===== config.mk =====
export PLATFORM = sky130hd
export DESIGN_NAME = qep_counter
export DESIGN_NICKNAME = d
export VERILOG_FILES = /design/src/rtl/qep_pkg.sv /design/src/rtl/qep_sync.sv /design/src/rtl/qep_decode.sv /design/src/rtl/qep_poscnt.sv /design/src/rtl/qep_events.sv /design/src/rtl/qep_counter.sv
export SDC_FILE = /design/constraint.sdc
export NUM_CORES = 1
export LEC_CHECK = 0
export ABC_CLOCK_PERIOD_IN_PS = 6400
export BUFFER_PORTS_ARGS = -buffer_cell sky130_fd_sc_hd__clkbuf_2
export CORE_MARGIN = 3
export CORE_UTILIZATION = 60
export DETAILED_ROUTE_END_ITERATION = 10
export HOLD_SLACK_MARGIN = 0.08
export PLACE_DENSITY = 0.79
export SLEW_MARGIN = 0
export SYNTH_ARGS = -nofsm -noshare
export SYNTH_HDL_FRONTEND = slang
export SYNTH_HIERARCHICAL = 1
export SYNTH_SLANG_ARGS = --single-unit

===== constraint.sdc =====
create_clock -name clk -period 6.4 [get_ports clk]
set_input_delay 0.96 -clock clk [delete_from_list [all_inputs] [get_ports clk]]
set_output_delay 0.96 -clock clk [all_outputs]
set_load 0.03 [all_outputs]

===== src/rtl/qep_pkg.sv =====
package qep_pkg;
  typedef enum logic [1:0] {
    SRC_QUAD = 2'd0,
    SRC_PDIR = 2'd1,
    SRC_UP   = 2'd2,
    SRC_DOWN = 2'd3
  } src_e;

  localparam int SRC_LSB  = 14;
  localparam int EDGE_BIT = 11;
  localparam int RUN_BIT  = 3;
  localparam int OVF_BIT  = 6;
  localparam int UNF_BIT  = 5;
  localparam int IRQ_BIT  = 0;

  localparam logic [2:0] A_POS = 3'd0;
  localparam logic [2:0] A_MAX = 3'd1;
  localparam logic [2:0] A_DEC = 3'd2;
  localparam logic [2:0] A_CTL = 3'd3;
  localparam logic [2:0] A_IEN = 3'd4;
  localparam logic [2:0] A_FLG = 3'd5;
  localparam logic [2:0] A_CLR = 3'd6;
endpackage


===== src/rtl/qep_sync.sv =====
module qep_sync #(
  parameter int STAGES = 2
) (
  input  logic clk,
  input  logic rst,
  input  logic din,
  output logic now_o,
  output logic was_o
);
  logic [STAGES-1:0] chain;
  logic              last;

  always_ff @(posedge clk) begin
    if (rst) begin
      chain <= '0;
      last  <= 1'b0;
    end else begin
      chain <= {chain[STAGES-2:0], din};
      last  <= chain[STAGES-1];
    end
  end

  assign now_o = chain[STAGES-1];
  assign was_o = last;
endmodule


===== src/rtl/qep_decode.sv =====
module qep_decode
  import qep_pkg::*;
(
  input  src_e src,
  input  logic both_edges,
  input  logic a_now,
  input  logic a_was,
  input  logic b_now,
  input  logic b_was,
  output logic step_up,
  output logic step_dn
);
  logic a_rise, a_fall, a_chg, b_chg;

  always_comb begin
    a_rise  = a_now & ~a_was;
    a_fall  = ~a_now & a_was;
    a_chg   = a_now ^ a_was;
    b_chg   = b_now ^ b_was;
    step_up = 1'b0;
    step_dn = 1'b0;
    case (src)
      SRC_QUAD: begin
        // a single-pin change only; both pins moving together is illegal
        if (a_chg ^ b_chg) begin
          if (a_now ^ b_was) step_up = 1'b1;
          else               step_dn = 1'b1;
        end
      end
      SRC_PDIR: begin
        if (a_rise) begin
          if (b_now) step_up = 1'b1;
          else       step_dn = 1'b1;
        end
      end
      SRC_UP:   step_up = a_rise | (both_edges & a_fall);
      default:  step_dn = a_rise | (both_edges & a_fall);
    endcase
  end
endmodule


===== src/rtl/qep_poscnt.sv =====
module qep_poscnt #(
  parameter int W = 32
) (
  input  logic         clk,
  input  logic         rst,
  input  logic         run,
  input  logic         step_up,
  input  logic         step_dn,
  input  logic         ld_req,
  input  logic [W-1:0] ld_val,
  input  logic [W-1:0] max_val,
  output logic [W-1:0] cnt_o,
  output logic         ovf_ev,
  output logic         unf_ev
);
  logic [W-1:0] cnt_q;
  logic         ld_ok;
  logic         moving;

  assign ld_ok  = ld_req && (ld_val <= max_val);
  assign moving = run && !ld_ok;
  assign ovf_ev = moving && step_up && (cnt_q == max_val);
  assign unf_ev = moving && step_dn && (cnt_q == '0);

  always_ff @(posedge clk) begin
    if (rst) begin
      cnt_q <= '0;
    end else if (ld_ok) begin
      cnt_q <= ld_val;
    end else if (run && step_up) begin
      cnt_q <= (cnt_q == max_val) ? '0 : cnt_q + 1'b1;
    end else if (run && step_dn) begin
      cnt_q <= (cnt_q == '0) ? max_val : cnt_q - 1'b1;
    end
  end

  assign cnt_o = cnt_q;

  AST_WRAP_UP: assert property (@(posedge clk) disable iff (rst)
    (run && step_up && !ld_req && cnt_q == max_val) |=> (cnt_q == '0));
  AST_WRAP_DOWN: assert property (@(posedge clk) disable iff (rst)
    (run && step_dn && !step_up && !ld_req && cnt_q == '0) |=> (cnt_q == $past(max_val)));
  AST_HOLD_OFF: assert property (@(posedge clk) disable iff (rst)
    (!run && !ld_req) |=> $stable(cnt_q));
  AST_REJECT_BIG: assert property (@(posedge clk) disable iff (rst)
    (ld_req && ld_val > max_val && !step_up && !step_dn) |=> $stable(cnt_q));
endmodule


===== src/rtl/qep_events.sv =====
module qep_events #(
  parameter int NEV = 2
) (
  input  logic           clk,
  input  logic           rst,
  input  logic [NEV-1:0] ev,
  input  logic [NEV-1:0] ien,
  input  logic           clr_stb,
  input  logic [NEV-1:0] clr_bits,
  output logic [NEV-1:0] flags_o,
  output logic           irq_o
);
  logic [NEV-1:0] flags_q;
  logic           irq_q;

  always_ff @(posedge clk) begin
    if (rst) begin
      flags_q <= '0;
      irq_q   <= 1'b0;
    end else begin
      for (int i = 0; i < NEV; i++) begin
        if (ev[i])                      flags_q[i] <= 1'b1;
        else if (clr_stb && clr_bits[i]) flags_q[i] <= 1'b0;
      end
      irq_q <= |(flags_q & ien);
    end
  end

  assign flags_o = flags_q;
  assign irq_o   = irq_q;

  AST_FLAG_STICKY: assert property (@(posedge clk) disable iff (rst)
    (flags_q[0] && !(clr_stb && clr_bits[0])) |=> flags_q[0]);
  AST_FLAG_CLEAR: assert property (@(posedge clk) disable iff (rst)
    (clr_stb && clr_bits[0] && !ev[0]) |=> !flags_q[0]);
  AST_IRQ_MASKED: assert property (@(posedge clk) disable iff (rst)
    (ien == '0) |=> !irq_q);
endmodule


===== src/rtl/qep_counter.sv =====
module qep_counter
  import qep_pkg::*;
#(
  parameter int W      = 32,
  parameter int AW     = 3,
  parameter int STAGES = 2
) (
  input  logic          clk,
  input  logic          rst,
  input  logic          enc_a,
  input  logic          enc_b,
  input  logic [AW-1:0] bus_addr,
  input  logic          bus_we,
  input  logic [W-1:0]  bus_wdata,
  output logic [W-1:0]  bus_rdata,
  output logic          irq
);
  localparam int NPIN = 2;
  localparam int NEV  = 2;

  logic [NPIN-1:0] pins, pin_now, pin_was;
  logic [W-1:0]    max_q, cnt;
  src_e            src_q;
  logic            both_q, run_q;
  logic [NEV-1:0]  ien_q, flags, ev;
  logic            step_up, step_dn, ovf_ev, unf_ev, irq_w;
  logic [W-1:0]    rd_mux;

  assign pins = {enc_b, enc_a};

  for (genvar g = 0; g < NPIN; g++) begin : g_sync
    qep_sync #(.STAGES(STAGES)) u_sync (
      .clk(clk), .rst(rst), .din(pins[g]),
      .now_o(pin_now[g]), .was_o(pin_was[g])
    );
  end

  qep_decode u_dec (
    .src(src_q), .both_edges(both_q),
    .a_now(pin_now[0]), .a_was(pin_was[0]),
    .b_now(pin_now[1]), .b_was(pin_was[1]),
    .step_up(step_up), .step_dn(step_dn)
  );

  qep_poscnt #(.W(W)) u_cnt (
    .clk(clk), .rst(rst), .run(run_q),
    .step_up(step_up), .step_dn(step_dn),
    .ld_req(bus_we && bus_addr == AW'(A_POS)), .ld_val(bus_wdata),
    .max_val(max_q), .cnt_o(cnt), .ovf_ev(ovf_ev), .unf_ev(unf_ev)
  );

  // event bit 1 = overflow, bit 0 = underflow
  assign ev = {ovf_ev, unf_ev};

  qep_events #(.NEV(NEV)) u_evt (
    .clk(clk), .rst(rst), .ev(ev), .ien(ien_q),
    .clr_stb(bus_we && bus_addr == AW'(A_CLR)),
    .clr_bits({bus_wdata[OVF_BIT], bus_wdata[UNF_BIT]}),
    .flags_o(flags), .irq_o(irq_w)
  );

  always_ff @(posedge clk) begin
    if (rst) begin
      max_q  <= '1;
      src_q  <= SRC_QUAD;
      both_q <= 1'b0;
      run_q  <= 1'b0;
      ien_q  <= '0;
    end else if (bus_we) begin
      case (bus_addr)
        AW'(A_MAX): max_q <= bus_wdata;
        AW'(A_DEC): begin
          src_q  <= src_e'(bus_wdata[SRC_LSB +: 2]);
          both_q <= bus_wdata[EDGE_BIT];
        end
        AW'(A_CTL): run_q <= bus_wdata[RUN_BIT];
        AW'(A_IEN): ien_q <= {bus_wdata[OVF_BIT], bus_wdata[UNF_BIT]};
        default: ;
      endcase
    end
  end

  always_comb begin
    rd_mux = '0;
    case (bus_addr)
      AW'(A_POS): rd_mux = cnt;
      AW'(A_MAX): rd_mux = max_q;
      AW'(A_DEC): begin
        rd_mux[SRC_LSB +: 2] = src_q;
        rd_mux[EDGE_BIT]     = both_q;
      end
      AW'(A_CTL): rd_mux[RUN_BIT] = run_q;
      AW'(A_IEN): begin
        rd_mux[OVF_BIT] = ien_q[1];
        rd_mux[UNF_BIT] = ien_q[0];
      end
      AW'(A_FLG): begin
        rd_mux[OVF_BIT] = flags[1];
        rd_mux[UNF_BIT] = flags[0];
        rd_mux[IRQ_BIT] = irq_w;
      end
      default: ;
    endcase
  end

  always_ff @(posedge clk) begin
    if (rst) bus_rdata <= '0;
    else     bus_rdata <= rd_mux;
  end

  assign irq = irq_w;

  AST_IRQ_NEEDS_FLAG: assert property (@(posedge clk) disable iff (rst)
    (flags == '0) |=> !irq);
endmodule


==> flow_metrics.tcl, run 1 <==
set metrics [dict create \
    run_status "complete, no violations" \
    netlist_area_um2 7690 \
    synthFlopType "dfxtp_1" \
    layout.cells.non_filler 1141 \
    portBuffers 72 \
    critPathRequiredTime_ns 6.65 \
    fin_area_um2 8230 \
    ios 73 \
    path_max_fanout 25 \
    insertion_delay_ns 0.36 \
    cp_data_arrival_time_ns 4.46 \
    met3_usage 0.0579 \
    min_from "g_sync[0].u_sync/chain[0]$_SDFF_PP0_" \
    start_util 0.627 \
    grt_overflow 0 \
    n_fill_cell 1113 \
    async_reset_ff_frac 0 \
    min_path_type "reg -> reg" \
    rrSetupSlack_ns 2.19 \
    die_area_um2 14200 \
    grtUsageMet2 0.466 \
    clockRootBuffer "clkbuf_16" \
    track_usage 0.309 \
    final_core_util 0.671 \
    seq_area_frac_synth 0.289 \
    critical_path.startpoint "g_sync[0].u_sync/chain[1]$_SDFF_PP0_" \
    powerDensity_nw_per_um2 207 \
    die_y_um 119 \
    holdPathStages 1 \
    synth-seq-cells 111 \
    grt_max_degree 87 \
    finalHoldViolations 0 \
    busiest_layer "met2" \
    synth_enable_flop_cells 0 \
    synth.net_count 1037 \
    cts_tree "done" \
    drv_cap 0 \
    area.growth.synth_to_final_pct 7.01 \
    dr.pass1.iters 6 \
    timing.fmax_mhz 237 \
    crit_path_end_kind "register" \
    ctsHoldBuffers 0 \
    slew_headroom 0.159 \
    dp_hpwl_um 14900 \
    fp.dieW_um 119 \
    reg2reg_depth 10 \
    grt_pass1_vias 6423 \
    numCtsBuffers 9 \
    r2r-start "g_sync[0].u_sync/chain[1]$_SDFF_PP0_" \
    wl_per_cell_um 19.6 \
    slew_viol_final 0 \
    cts-htree-levels 3 \
    grt.met1_usage 0.451 \
    layout-drive-gt1-share 0.125 \
    drc 0 \
    vias_per_cell 6.55 \
    cts.path.max_buffers 2 \
    antenna_found_initial 0 \
    synth_cell_types 69 \
    crit_type "reg -> reg" \
    fin_nets 1045 \
    post_cts_buffers 0 \
    grt_pass1_wl_um 35200 \
    clk_pin_slew_worst_paths_ns 0.07 \
    tns_ns 0 \
    clock_skew_ns 0.0102 \
    gp_congestion 0.961 \
    setup_violations 0 \
    tightest_slew_ns 1.23 \
    min_period_ns 4.21 \
    rsz0062_at_grt "no" \
    core_area_um2 12300 \
    startpoint_type "register" \
    fin_crit_sh 0.658 \
    drt_iter0_markers 1061 \
    postRouteAntennaNets 0 \
    antenna_cells 0 \
    clock_sink_count 111 \
    syn_inst 960 \
    syn_area_per_cell_um2 8.01 \
    dp_cells 1125 \
    via_count 7468 \
    row_count 40 \
    postCtsResizedCells 0 \
    place_area_um2 7930 \
    power.leakage_nw 3.24 \
    yosysWarnings 6 \
    vdd_drop_max_uv 191 \
    routed_wl_um 22300 \
]
metrics by stage:
| step | power [mW] | hold slack, ns | setup WS [ns] |
|---|---|---|---|
| after global placement | 1.13 | 0.419 | 2.26 |
| after CTS | 1.70 | 0.446 | 2.44 |
| after detailed placement | 1.13 | 0.430 | 2.19 |
| final | 1.71 | 0.439 | 2.19 |
| after global routing | 1.77 | 0.462 | 2.14 |
| after floorplan | 1.05 | 0.414 | 3.20 |
cells in the final DEF (no fill, tap or decap), types with 28 or more instances in the layout:
cell type	netlist	layout
a211oi_1	42	42
xnor2_1	51	51
a22oi_1	28	28
clkbuf_2	0	71
a211o_1	32	32
nor2b_1	46	46
nand2_1	39	39
dfxtp_1	111	111
inv_1	51	51
o21ai_0	38	37
ha_1	37	37
nor2_1	87	86
a21oi_1	65	65
routing by layer:
layer  up-vias  wire [um]
met4         0        471
met1      3520       9720
li1       3512          -
met3        50       2220
met5         -          0
met2       386       9900
critical path, cell delays in order, from the launching register on:
cell and delay (ns):
dfxtp_1 0.40, inv_1 0.07, ha_1 0.28, xnor3_1 0.39
nand2_1 0.07, o221ai_1 0.45, o21a_1 0.88, nand2_1 0.75
a211oi_1 0.39, a221oi_1 0.08, a211oi_1 0.34
layout make-up:
cell class / count / area, um2 / area share
multi-input combinational: 713 / 4870 / 0.592
sequential: 111 / 2220 / 0.270
timing repair buffer: 82 / 435 / 0.0529
clock buffer: 10 / 229 / 0.0278
tap: 168 / 210 / 0.0255
inverter: 51 / 191 / 0.0233
clock inverter: 6 / 71.3 / 0.00867
report_power, final:
part / total [mW] / switching, mW / internal [mW]
combinational: 0.380 / 0.230 / 0.150
clock: 0.574 / 0.268 / 0.306
sequential: 0.752 / 0.0405 / 0.712
total: 1.71 / 0.539 / 1.17
cells by family (layout without fill, tap and decap cells):
group	after synthesis	in the layout	synth area share
AO/OA/AOI/OAI	274	274	0.246
XOR/XNOR	62	62	0.0724
adder cells (fa/ha/maj)	37	37	0.0602
buffers and inverters	136	149	0.0800
flip-flops	111	111	0.289
multiplexers	17	17	0.0223
AND/OR/NAND/NOR	323	323	0.230
cells in the mapped netlist, drive strengths merged, types with 3 or more instances:
| cell | instances | area share |
|---|---|---|
| o31ai | 3 | 0.0029 |
| o41ai | 3 | 0.0034 |
| ha | 37 | 0.060 |
| o21ai | 42 | 0.027 |
| a2111oi | 3 | 0.0034 |
| a211o | 32 | 0.036 |
| a22oi | 28 | 0.027 |
| xor2 | 10 | 0.011 |
| and2 | 5 | 0.0041 |
| and4 | 5 | 0.0057 |
| a21o | 4 | 0.0039 |
| and4bb | 3 | 0.0049 |
| nor4 | 18 | 0.019 |
| nand2b | 3 | 0.0024 |
| a211oi | 43 | 0.043 |
| mux2i | 16 | 0.021 |
| a221oi | 7 | 0.0080 |
| or2 | 7 | 0.0057 |
| xnor2 | 51 | 0.058 |
| a311oi | 10 | 0.012 |
| nor2b | 47 | 0.039 |
| o21a | 4 | 0.0039 |
| clkbuf | 53 | 0.026 |
| a21oi | 65 | 0.042 |
| or3 | 5 | 0.0047 |
| and3 | 7 | 0.0057 |
| buf | 32 | 0.029 |
| nor2 | 87 | 0.042 |
| nand4 | 25 | 0.020 |
| inv | 51 | 0.025 |
| a2bb2oi | 3 | 0.0034 |
| nor3 | 22 | 0.015 |
| o211ai | 9 | 0.0088 |
| or4 | 10 | 0.010 |
| o221ai | 3 | 0.0034 |
| nand3 | 28 | 0.019 |
| nor3b | 7 | 0.0075 |
| o2111ai | 3 | 0.0034 |
| dfxtp | 111 | 0.29 |
| nand2 | 39 | 0.019 |
path summary, 6_finish.rpt:
check                                                       endpoint
worst max register to register           u_cnt/cnt_o[6]$_SDFFE_PP0P_
worst max-delay path                     u_cnt/cnt_o[6]$_SDFFE_PP0P_
worst min-delay path            g_sync[0].u_sync/chain[1]$_SDFF_PP0_
worst min register to register  g_sync[0].u_sync/chain[1]$_SDFF_PP0_
flip-flops by register name, summed over array words and instances (netlist names), 2 cells and up:
register,cells
bus_rdata,32
max_q,32
u_cnt/cnt_o,32
g_sync.u_sync/chain,4
g_sync.u_sync/was_o,2
ien_q,2
src_q,2
u_evt/flags_o,2
Note: power is estimated with default switching activity, not from simulation.
==> run 2, diff against run 1 <==
- ABC_CLOCK_PERIOD_IN_PS: 6400 -> 4100
- clock period: 6.4 -> 4.1 ns (I/O delays scaled with it)
==> flow_metrics.tcl, run 2 (synthesis results as in run 1) <==
set metrics [dict create \
    final_core_util 0.681 \
    power_switching_mw 0.817 \
    startpoint_type "register" \
    clock_sink_count 111 \
    ctsHoldBuffers 0 \
    cts_tree "done" \
    path_max_fanout 16 \
    antenna_found_initial 0 \
    postCtsResizedCells 0 \
    finalHoldViolations 0 \
    start_util 0.627 \
    vdd_drop_max_uv 385 \
    grt_overflow 0 \
    drc 0 \
    post_cts_buffers 0 \
    setup_violations 0 \
    tns_ns 0 \
    layout_setup_ws_ns 0.785 \
    power.leakage_nw 3.31 \
    layout-drive-gt1-share 0.133 \
    dr.pass1.iters 6 \
    n_fill_cell 1049 \
    area.growth.synth_to_final_pct 8.49 \
    die_area_um2 14200 \
    fin_crit_sh 0.808 \
    timing.fmax_mhz 302 \
    pwr-share-clk 0.347 \
    wl_per_cell_um 19.4 \
    combPwrFrac 0.221 \
    clk_pin_slew_worst_paths_ns 0.07 \
    cts-htree-levels 3 \
    gp_congestion 1.01 \
    crit_path_end_kind "register" \
    clock_skew_ns 0.00764 \
    postRouteAntennaNets 0 \
    ios 73 \
    min_path_type "reg -> reg" \
    swShare 0.301 \
    rsz0062_at_grt "no" \
    row_count 40 \
    layout_common_cells "111 x dfxtp_1, 86 x nor2_1, 71 x clkbuf_2, 65 x a21oi_1" \
    slew_viol_final 0 \
    min_period_ns 3.31 \
    run_status "complete, no violations" \
    seq_power_share 0.432 \
    critPathRequiredTime_ns 4.33 \
    numCtsBuffers 9 \
    routed_wl_um 22400 \
    crit_type "reg -> reg" \
    fp.dieW_um 119 \
    die_y_um 119 \
    fin_nets 1056 \
    drv_cap 0 \
    insertion_delay_ns 0.36 \
    portBuffers 72 \
    layout_commonest_cell "dfxtp_1" \
    holdPathStages 1 \
    tightest_slew_ns 1.11 \
    cts.path.max_buffers 2 \
    cp_data_arrival_time_ns 3.54 \
    power_mw 2.72 \
    slew_headroom 0.259 \
    grt_pass1_vias 6584 \
    antenna_cells 0 \
    clockRootBuffer "clkbuf_16" \
    intPower_mw 1.90 \
    vias_per_cell 6.52 \
    via_count 7508 \
    grt_pass1_wl_um 35200 \
    reg2reg_depth 10 \
    drt_iter0_markers 1112 \
    powerDensity_nw_per_um2 326 \
    core_area_um2 12300 \
    pre_cts_ws_ns 0.853 \
    track_usage 0.308 \
    timing.hold.ws_ns 0.440 \
    grt_max_degree 49 \
    dp_hpwl_um 15600 \
]
## run 2: cell count changes in the layout (fill, tap and decap cells not counted), sizes merged
cell / previous run / this run
buf: 11 / 22
clkinv: 3 / 0
clkbuf: 81 / 83
bufinv: 1 / 2
clkinvlp: 2 / 1
## run 2: power groups by stage
stage / clock network [mW] / logic [mW] / registers [mW]
after detailed placement: 0 / 0.578 / 1.20
final: 0.944 / 0.600 / 1.17
after floorplan: 0 / 0.465 / 1.17
after CTS: 0.959 / 0.583 / 1.17
after global routing: 0.997 / 0.648 / 1.18
after global placement: 0 / 0.574 / 1.20
## run 2: final timing paths
kind                                             start                                   end  slack [ns]
setup reg to reg  g_sync[0].u_sync/chain[1]$_SDFF_PP0_           u_cnt/cnt_o[4]$_SDFFE_PP0P_        0.79
hold / removal    g_sync[0].u_sync/chain[0]$_SDFF_PP0_  g_sync[0].u_sync/chain[1]$_SDFF_PP0_        0.44
hold reg to reg   g_sync[0].u_sync/chain[0]$_SDFF_PP0_  g_sync[0].u_sync/chain[1]$_SDFF_PP0_        0.44
setup / recovery  g_sync[0].u_sync/chain[1]$_SDFF_PP0_           u_cnt/cnt_o[4]$_SDFFE_PP0P_        0.79
## run 2: worst max-delay path, cell delays in order (launching register included)
cell      delay (ns)
dfxtp_1         0.40
inv_1           0.06
ha_1            0.28
xnor3_1         0.40
nand2_1         0.09
o221ai_1        0.43
nand2_1         0.29
nand2_1         0.71
a211oi_1        0.12
a221oi_1        0.27
a211oi_1        0.13
## run 2: area by class of cell
cell class                      instances  area (um2)  area share
Multi-Input combinational cell        713        4860       0.583
Clock buffer                           12         246      0.0295
Inverter                               51         191      0.0229
Sequential cell                       111        2220       0.266
Timing Repair Buffer                   93         543      0.0651
Tap cell                              168         210      0.0252
Clock inverter                          3        67.6     0.00810
## run 2: per-stage QoR
stage               instance area (um2)  instances
global placement                   8030       1136
floorplan                          7690        960
global route                       8340       1151
CTS                                8340       1151
detailed placement                 8030       1136
finish                             8340       1151
## run 2: metal layers
metal  part of all wire  GRT usage
met1               0.43      0.438
met2               0.44      0.461
met3               0.11     0.0636
met4              0.026      0.106
met5                  0          0
==> run 3, diff against run 2 <==
- ABC_AREA: default -> 1
- ABC_CLOCK_PERIOD_IN_PS: 4100 -> 2950
- CORE_UTILIZATION: 60 -> 56
- PLACE_DENSITY: 0.79 -> 0.76
- clock period: 4.1 -> 2.95 ns (I/O delays scaled with it)
==> flow_metrics.tcl, run 3 <==
set metrics [dict create \
    vias_per_cell 5.54 \
    power.leakage_nw 5.15 \
    seq_power_share 0.375 \
    dp_hpwl_um 21300 \
    routed_wl_um 29100 \
    track_usage 0.329 \
    yosysWarnings 6 \
    path_cells "inv_1 -> ha_1 -> nand4_1 -> nor3_1 -> a21oi_1 -> nand2_1 -> nand2_2 -> nand2_4 -> buf_6 -> nand3_1 -> nand2_1 -> nor2_1" \
    setup_violations 0 \
    die_area_um2 17600 \
    seq_area_frac_synth 0.247 \
    grt_overflow 0 \
    antenna_cells 0 \
    wl_per_cell_um 16.6 \
    ctsHoldBuffers 0 \
    synth_most_common_cell "nand2_1" \
    portBuffers 72 \
    start_util 0.581 \
    grt_max_degree 61 \
    crit_buf_inv 2 \
    cts-htree-levels 3 \
    postRouteAntennaNets 0 \
    clock_sink_count 111 \
    die_y_um 133 \
    dr.pass1.iters 6 \
    reg2reg_depth 12 \
    dp_cells 1738 \
    clock_skew_ns 0.0133 \
    n_fill_cell 1522 \
    min_path_type "in -> reg" \
    combPwrFrac 0.320 \
    tightest_slew_ns 0.619 \
    crit_type "reg -> reg" \
    synth_cell_types 40 \
    min_to "g_sync[0].u_sync/chain[0]$_SDFF_PP0_" \
    fin_crit_sh 0.984 \
    antenna_found_initial 0 \
    syn_area_per_cell_um2 5.96 \
    drv_cap 0 \
    yosys.area.top_type "dfxtp_1" \
    layout-drive-gt1-share 0.117 \
    clk_pin_slew_worst_paths_ns 0.08 \
    synth_enable_flop_cells 0 \
    vdd_drop_max_uv 342 \
    r2r-start "max_q[25]$_SDFFE_PP1P_" \
    min_from "enc_a" \
    fp.dieW_um 133 \
    timing.rr.end "u_cnt/cnt_o[4]$_SDFFE_PP0P_" \
    crit_path_frequent_cell "nand2_1" \
    synth_top_area_frac 0.247 \
    min_period_ns 2.90 \
    max_stage_delay_ns 0.58 \
    rrSetupSlack_ns 0.05 \
    layout_setup_ws_ns 0.0471 \
    post_cts_buffers 0 \
    grt_pass1_wl_um 47000 \
    gp_congestion 0.964 \
    core_area_um2 15500 \
    synth-seq-cells 111 \
    run_status "complete, no violations" \
    powerDensity_nw_per_um2 455 \
    cp_data_arrival_time_ns 3.16 \
    cts_tree "done" \
    cpLargestDelayFamily "simple AND/OR/NAND/NOR gates" \
    synth_common_cells "526 x nand2_1, 196 x nand3_1, 174 x nor2_1, 130 x inv_1, 111 x dfxtp_1" \
    row_count 45 \
    drt_iter0_markers 1059 \
    layout_commonest_cell "nand2_1" \
    slew_viol_final 0 \
    layout_common_cells "526 x nand2_1, 196 x nand3_1, 173 x nor2_1, 130 x inv_1, 111 x dfxtp_1" \
    numCtsBuffers 9 \
    pwr-share-clk 0.304 \
    fin_nets 1615 \
    finalHoldViolations 0 \
    layout.cells.non_filler 1754 \
    crit_path_end_kind "register" \
    path_max_fanout 60 \
    intPower_mw 2.72 \
    async_reset_ff_frac 0 \
    grt_pass1_vias 8858 \
    holdPathStages 3 \
    drc 0 \
    startpoint_type "register" \
    cts.path.max_buffers 2 \
    swShare 0.382 \
    netlist_area_um2 8990 \
    pre_cts_ws_ns 0.0538 \
    synthFlopType "dfxtp_1" \
    cpMaxStageDelayCell "nor3_1" \
    ios 73 \
    via_count 9721 \
    critPathRequiredTime_ns 3.21 \
    insertion_delay_ns 0.37 \
    rsz0062_at_grt "no" \
    power_switching_mw 1.68 \
    clockRootBuffer "clkbuf_16" \
    postCtsResizedCells 0 \
    synth.area.top_cells "dfxtp_1 25%, nand2_1 22%, nand3_1 11%" \
    syn_inst 1508 \
    slew_headroom 0.584 \
    timing.fmax_mhz 344 \
    synth.net_count 1585 \
    tns_ns 0 \
    area.growth.synth_to_final_pct 7.57 \
]
-- run 3: kinds of logic after synthesis --
kind of cell,synth area share
simple gates,0.490
buf+inv,0.112
flops,0.247
compound gates,0.0572
xor+xnor,0.0428
fa+ha+maj,0.0515
-- run 3: metal layers --
metal	part of all wire	wire length, um	up-vias	GRT usage
li1	-	-	4826	-
met1	0.45	13200	4441	0.471
met2	0.44	12900	415	0.517
met3	0.089	2580	39	0.0525
met4	0.015	444	0	0.0855
met5	0	0	-	0
-- run 3: layout make-up --
type | count | area (um2) | area share
Tap cell | 211 | 264 | 0.0273
Clock inverter | 7 | 86.3 | 0.00892
Clock buffer | 9 | 225 | 0.0233
Multi-Input combinational cell | 1177 | 5780 | 0.597
Inverter | 145 | 547 | 0.0565
Timing Repair Buffer | 94 | 554 | 0.0573
Sequential cell | 111 | 2220 | 0.230
-- run 3: power groups by stage --
stage                     sequential (mW)  clock (mW)  combinational (mW)
after floorplan                      1.66           0                1.08
after global placement               1.68           0                1.36
after detailed placement             1.68           0                1.37
after CTS                            1.65        1.35                1.38
after global routing                 1.66        1.41                1.58
final                                1.65        1.34                1.41
-- run 3: worst max-delay path by stage --
stage                              endpoint                                 start  slack (ns)  cells after the start
2_1_floorplan   u_cnt/cnt_o[6]$_SDFFE_PP0P_  g_sync[0].u_sync/chain[1]$_SDFF_PP0_        0.75                     15
3_3_place_gp    u_cnt/cnt_o[1]$_SDFFE_PP0P_                         bus_wdata[25]        0.05                     12
3_5_place_dp    u_cnt/cnt_o[0]$_SDFFE_PP0P_                         bus_wdata[27]        0.05                     13
4_1_cts        u_cnt/cnt_o[11]$_SDFFE_PP0P_                max_q[25]$_SDFFE_PP1P_        0.13                     12
5_1_grt         u_cnt/cnt_o[7]$_SDFFE_PP0P_                max_q[27]$_SDFFE_PP1P_       0.003                     13
6_report        u_cnt/cnt_o[4]$_SDFFE_PP0P_                max_q[25]$_SDFFE_PP1P_        0.05                     12
-- run 3: worst min-delay path, delay by kind of cell --
kind | cells | cell delay, ns
AND/OR/NAND/NOR | 1 | 0.03
buffers and inverters | 2 | 0.12
-- run 3: stage by stage --
stage                     hold WS [ns]  instance area [um2]   util  power (mW)
after floorplan                  0.388                 8990      -        2.74
after global placement           0.390                 9360  0.604        3.04
after detailed placement         0.395                 9360  0.604        3.06
after CTS                        0.244                 9670  0.625        4.38
after global routing             0.254                 9670  0.625        4.66
final                            0.252                 9670  0.625        4.40
